--- src/rtl/ddram_addr_ctl.sv ---
module ddram_addr_ctl #(
  parameter int AW     = 7,
  parameter int CGW    = 6,
  parameter int LEN1   = 80,
  parameter int LEN2   = 40,
  parameter int L2BASE = 64,
  parameter int PW     = 5
) (
  input  logic          clk,
  input  logic          rst_n,
  input  logic          two_line,
  input  logic          dir_up,
  input  logic          home,
  input  logic          ld_dd,
  input  logic          ld_cg,
  input  logic [AW-1:0] ld_val,
  input  logic          step,
  input  logic          shift_en,
  input  logic          shift_right,
  input  logic          pos_line,
  input  logic [PW-1:0] pos_col,
  output logic [AW-1:0] addr,
  output logic          in_cg,
  output logic          cursor_on,
  output logic [AW-1:0] fetch_addr
);
  localparam int OW = $clog2(LEN1);
  localparam int SW = OW + 1;
  localparam logic [AW-1:0] ONE_END = AW'(LEN1 - 1);
  localparam logic [AW-1:0] L1_END  = AW'(LEN2 - 1);
  localparam logic [AW-1:0] L2_BEG  = AW'(L2BASE);
  localparam logic [AW-1:0] L2_END  = AW'(L2BASE + LEN2 - 1);

  logic [AW-1:0]  ac_q, ac_step;
  logic           cg_q;
  logic [OW-1:0]  off_q, off_eff, off_nxt, llen;
  logic [CGW-1:0] cg_lo;
  logic [SW-1:0]  sum, wrapped;
  logic [AW-1:0]  base;

  assign llen    = two_line ? OW'(LEN2) : OW'(LEN1);
  assign off_eff = (off_q >= llen) ? off_q - llen : off_q;
  assign cg_lo   = dir_up ? ac_q[CGW-1:0] + CGW'(1) : ac_q[CGW-1:0] - CGW'(1);

  always_comb begin
    if (cg_q)
      ac_step = AW'(cg_lo);
    else if (!two_line) begin
      if (dir_up) ac_step = (ac_q == ONE_END) ? '0 : ac_q + AW'(1);
      else        ac_step = (ac_q == '0) ? ONE_END : ac_q - AW'(1);
    end else begin
      if (dir_up)
        ac_step = (ac_q == L1_END) ? L2_BEG :
                  (ac_q == L2_END) ? '0 : ac_q + AW'(1);
      else
        ac_step = (ac_q == L2_BEG) ? L1_END :
                  (ac_q == '0) ? L2_END : ac_q - AW'(1);
    end
  end

  always_comb begin
    if (shift_right) off_nxt = (off_eff == '0) ? llen - OW'(1) : off_eff - OW'(1);
    else             off_nxt = (off_eff == llen - OW'(1)) ? '0 : off_eff + OW'(1);
  end

  assign sum        = {1'b0, off_eff} + SW'(pos_col);
  assign wrapped    = (sum >= {1'b0, llen}) ? sum - {1'b0, llen} : sum;
  assign base       = (two_line && pos_line) ? L2_BEG : '0;
  assign fetch_addr = base + AW'(wrapped[OW-1:0]);

  always_ff @(posedge clk or negedge rst_n) begin
    if (!rst_n) begin
      ac_q  <= '0;
      cg_q  <= 1'b0;
      off_q <= '0;
    end else if (home) begin
      ac_q  <= '0;
      cg_q  <= 1'b0;
      off_q <= '0;
    end else begin
      if (ld_dd) begin
        ac_q <= ld_val;
        cg_q <= 1'b0;
      end else if (ld_cg) begin
        ac_q <= AW'(ld_val[CGW-1:0]);
        cg_q <= 1'b1;
      end else if (step) begin
        ac_q <= ac_step;
      end
      if (shift_en) off_q <= off_nxt;
    end
  end

  assign addr      = ac_q;
  assign in_cg     = cg_q;
  assign cursor_on = !cg_q;
endmodule

--- config.mk ---
export PLATFORM = sky130hd
export DESIGN_NAME = ddram_addr_ctl
export DESIGN_NICKNAME = d
export VERILOG_FILES = /design/src/rtl/ddram_addr_ctl.sv
export SDC_FILE = /design/constraint.sdc
export NUM_CORES = 1
export LEC_CHECK = 0
export ABC_CLOCK_PERIOD_IN_PS = 12200
export CAP_MARGIN = 40
export CORE_ASPECT_RATIO = 0.75
export CORE_MARGIN = 2
export CORE_UTILIZATION = 55
export DETAILED_ROUTE_END_ITERATION = 8
export GPL_TIMING_DRIVEN = 0
export PLACE_DENSITY = 0.91
export SYNTH_ARGS = -nofsm -noshare
export SYNTH_HDL_FRONTEND = slang
export SYNTH_SLANG_ARGS = --single-unit
--- constraint.sdc ---
create_clock -name clk -period 12.2 [get_ports clk]
set_input_delay 3.66 -clock clk [delete_from_list [all_inputs] [get_ports clk]]
set_output_delay 3.66 -clock clk [all_outputs]
set_load 0.01 [all_outputs]
==> results by group <==
GRT
  – GR Util met2: 46.5%
  – Most Crowded Layer GR: met2
  – Largest net degree at the start of global routing: 16
  – Total track usage: 30.1%
  – GRT met3 Usage: 5.28%
  – First-pass GRT wire length: 11.5 mm
  – Vias in the first global route: 2,416
  – Total gr overflow: 0
  – Initial antenna violation count: 0
  – Global Route met1 Usage: a little over two fifths

Timing
  – Final period util: between 90% and 100%
  – Crit path time final: 12.03 ns
  – Max Clk Rate: about 0.083 GHz
  – Final setup vio count: 0
  – Clock Skew: 0.00118 ns
  – Final setup TNS: 0 ns
  – Worst slew margin: 50.8%
  – Final Hold Fails: 0
  – Slew @ Worst Pin: 0.735 ns
  – Slew Limit Fails: 0

Worst setup path
  – Critical Path End Type: primary output
  – Critical Path Source Type: input pin
  – Slowest cell delay on critical path: 0.56 ns
  – Req. time, crit path: 8.54 ns
  – Setup CP Type: in -> out
  – Reg-to-Reg Start: off_q[3]$_DFFE_PN0P_
  – Cell Chain, Critical Path: clkbuf_4 -> buf_6 -> clkinvlp_4 -> fa_1 -> nand2b_1 -> a21oi_4 -> nor3_1 -> nor2_1 -> inv_1 -> ha_1 -> o21ai_0 -> a21oi_1 -> o22ai_1 -> xor2_1 -> ha_1 -> nand4_1 -> nor4b_1 -> a211oi_2 -> o31a_1 -> buf_4 -> mux2i_1 -> clkdlybuf4s50_1
  – CP startpoint: two_line
  – CP max FO: 10
  – Most frequent cell on the critical path: ha_1
  – Highest-delay cell along the critical path: clkdlybuf4s50_1
  – Arrival @ worst endpoint: around 8.4 ns

Power
  – Leakage dissipation: 1.27 nW
  – Peak supply drop: 217 µV
  – Sw frac: about half
  – Cell internal pwr: between 300 and 400 µW
  – Final Power: 689 µW
  – Switch Pwr: 338 µW
  – Clock share of power: 6.2%
  – Pwr dens: 229 mW/mm²
  – Combinational share of power: 82.8%
  – Seq pwr share: between 10% and 20%

Synthesis
  – Post-synthesis cell type count: 58
  – Area contributors post-synth: dfrtp_1 15%, ha_1 11%, xnor2_1 5.1%, a21oi_1 4.5%, nor2_1 4.3%
  – #FFs+latches synth: 15
  – Asr flop ratio synth: 100%
  – Post-synth EDFFs: 0
  – Post-synth top cells: 28 x nor2_1, 26 x nand2_1, 22 x a21oi_1, 22 x ha_1, 22 x inv_1
  – Sequential-to-total area share from yosys stat: about 15%
  – Top_reg_cell synth: dfrtp_1
  – Yosys warnings: 0
  – Mapped Nets: ~370
  – Mapped Area: 0.00242 mm²
  – Synth top area share: 15.5%
  – Most frequent cell after synthesis: nor2_1
  – Syn avg cell area: approximately 7.7 µm²
  – Post-synth top area cell: dfrtp_1
  – Synth Instances: 316

Placed design
  – Placed instance area: roughly 0.0029 mm²
  – Gpl congestion: 0.989
  – Number of port buffers: 38
  – DP HPWL: 5.46 mm
  – Placed Cells: 409

Detailed routing
  – ANT nets after route: 0
  – Drt pass-1 iters: 6
  – WL/cell: ~17 µm
  – WL final: 7.21 mm
  – Vias/cell: ~6.5
  – DR DRC count: 0
  – DR iter-0 viols: 464
  – Vias: ~2,700

Clocking
  – Sink Count: 15
  – Max H-tree Level: 1
  – Clock-pin slew on the worst setup and hold paths: 0.07 ns
  – CTS Buf Count: 3
  – CTS Buffer Depth: 2
  – CTS tree: built
  – Root buf cell: clkbuf_8
  – Clock latency on the worst-skew pair: 0.25 ns
  – Hold-fix buffers, CTS: 0

Floorplanning
  – Die Ht: 61.5 µm
  – Rows: 20
  – Top Ports: 39
  – Core ar.: around 0.0041 mm²
  – Die width: a little over 80 µm
  – Starting Density: 58.7%
  – Die ar.: 0.00496 mm²

Status
  – Outcome: complete, no violations

Run
  – Max cap viols: 0

Cells and area
  – Final core utilization: 73.0%
  – ANT cells: 0
  – Design area: 0.00301 mm²
  – Layout cells sized above 1: 9.62%
  – Net count, final: 414
  – Area growth syn-to-layout: 24.3%
  – Finished Layout Cells: roughly 420

Worst hold path
  – Hold crit path type: reg -> reg
  – Hold_sp: off_q[3]$_DFFE_PN0P_
==> sequential cells by signal, summed over array words and instances (netlist names) <==
signal  cells
addr        7
off_q       7
in_cg       1
==> per-layer routing <==
metal  wire length (µm)  vias up
li1                   -     1251
met1               3120     1275
met2               3220      191
met3                768       16
met4                 99        0
met5                  0        -
==> cells by family after synthesis <==
logic type,after synthesis,synth area share [%]
AND/OR/NAND/NOR,119,25.4
AO/OA/AOI/OAI,89,24.2
buffers and inverters,36,8.11
adder cells (fa/ha/maj),26,14.7
XOR/XNOR,22,7.95
flip-flops,15,15.5
multiplexers,9,4.23
==> metrics by stage <==
stage                     setup slack [ns]  hold slack, ns
final                                0.175           0.620
after global routing               -0.0328           0.654
after CTS                           0.0421           0.618
after detailed placement            -0.695           0.605
after global placement              -0.569           0.597
after floorplan                       1.06           0.533
==> final timing paths <==
path | endpoint | slack, ns | cells past startpoint
min reg2reg | off_q[3]$_DFFE_PN0P_ | 0.62 | 2
max in group asynchronous | off_q[6]$_DFFE_PN0P_ | 7.90 | 1
max reg2reg | off_q[3]$_DFFE_PN0P_ | 9.24 | 10
min | off_q[3]$_DFFE_PN0P_ | 0.62 | 2
min in group asynchronous | addr[3]$_DFFE_PN0P_ | 3.84 | 1
max | fetch_addr[4] | 0.17 | 22
==> layout make-up <==
type	count	area, µm²
fill	327	1120
timing repair buffer	44	425
multi-input combinational	265	1900
tap	55	68.8
inverter	22	86.3
sequential	15	375
buffer	14	114
clock buffer	4	45.0
==> cell usage in the layout (no fill, tap or decap), types with 6 or more instances in the layout <==
| cell type | Yosys | routed |
|---|---|---|
| nand3_1 | 9 | 9 |
| nor3_1 | 11 | 11 |
| ha_1 | 22 | 22 |
| clkdlybuf4s50_1 | 0 | 36 |
| o21ai_1 | 11 | 11 |
| clkbuf_1 | 5 | 6 |
| mux2i_1 | 8 | 7 |
| nand2_1 | 26 | 26 |
| nor2_1 | 28 | 27 |
| xnor2_1 | 14 | 14 |
| o21ai_0 | 14 | 14 |
| nor2b_1 | 9 | 9 |
| xor2_1 | 8 | 8 |
| dfrtp_1 | 15 | 15 |
| inv_1 | 22 | 21 |
| buf_4 | 4 | 10 |
| a21oi_1 | 22 | 21 |
==> timing repair <==
action / 4_1_cts / 5_1_grt
gates cloned: 0 / 0
pin swaps: 1 / 7
endpoints found under the setup margin: 4 / 4
buffers inserted: 2 / 4
resized for setup: 5 / 12
==> critical path, delay by kind of cell <==
family,cells,cell delay (ns)
AOI/OAI and AO/OA,6,0.98
xor gates and xnor gates,1,0.19
adders and majority gates,3,1.15
buffers and inverters,6,1.32
muxes,1,0.13
and+or+nand+nor,5,0.93
==> power groups by stage <==
stage	Clock [mW]	Sequential (mW)	Combinational, mW
CTS	0.0425	0.0749	0.526
detailed placement	0	0.0757	0.506
floorplan	0	0.0716	0.351
finish	0.0427	0.0759	0.570
global placement	0	0.0753	0.487
global route	0.0456	0.0771	0.615
Note: power is estimated with default switching activity, not from simulation.
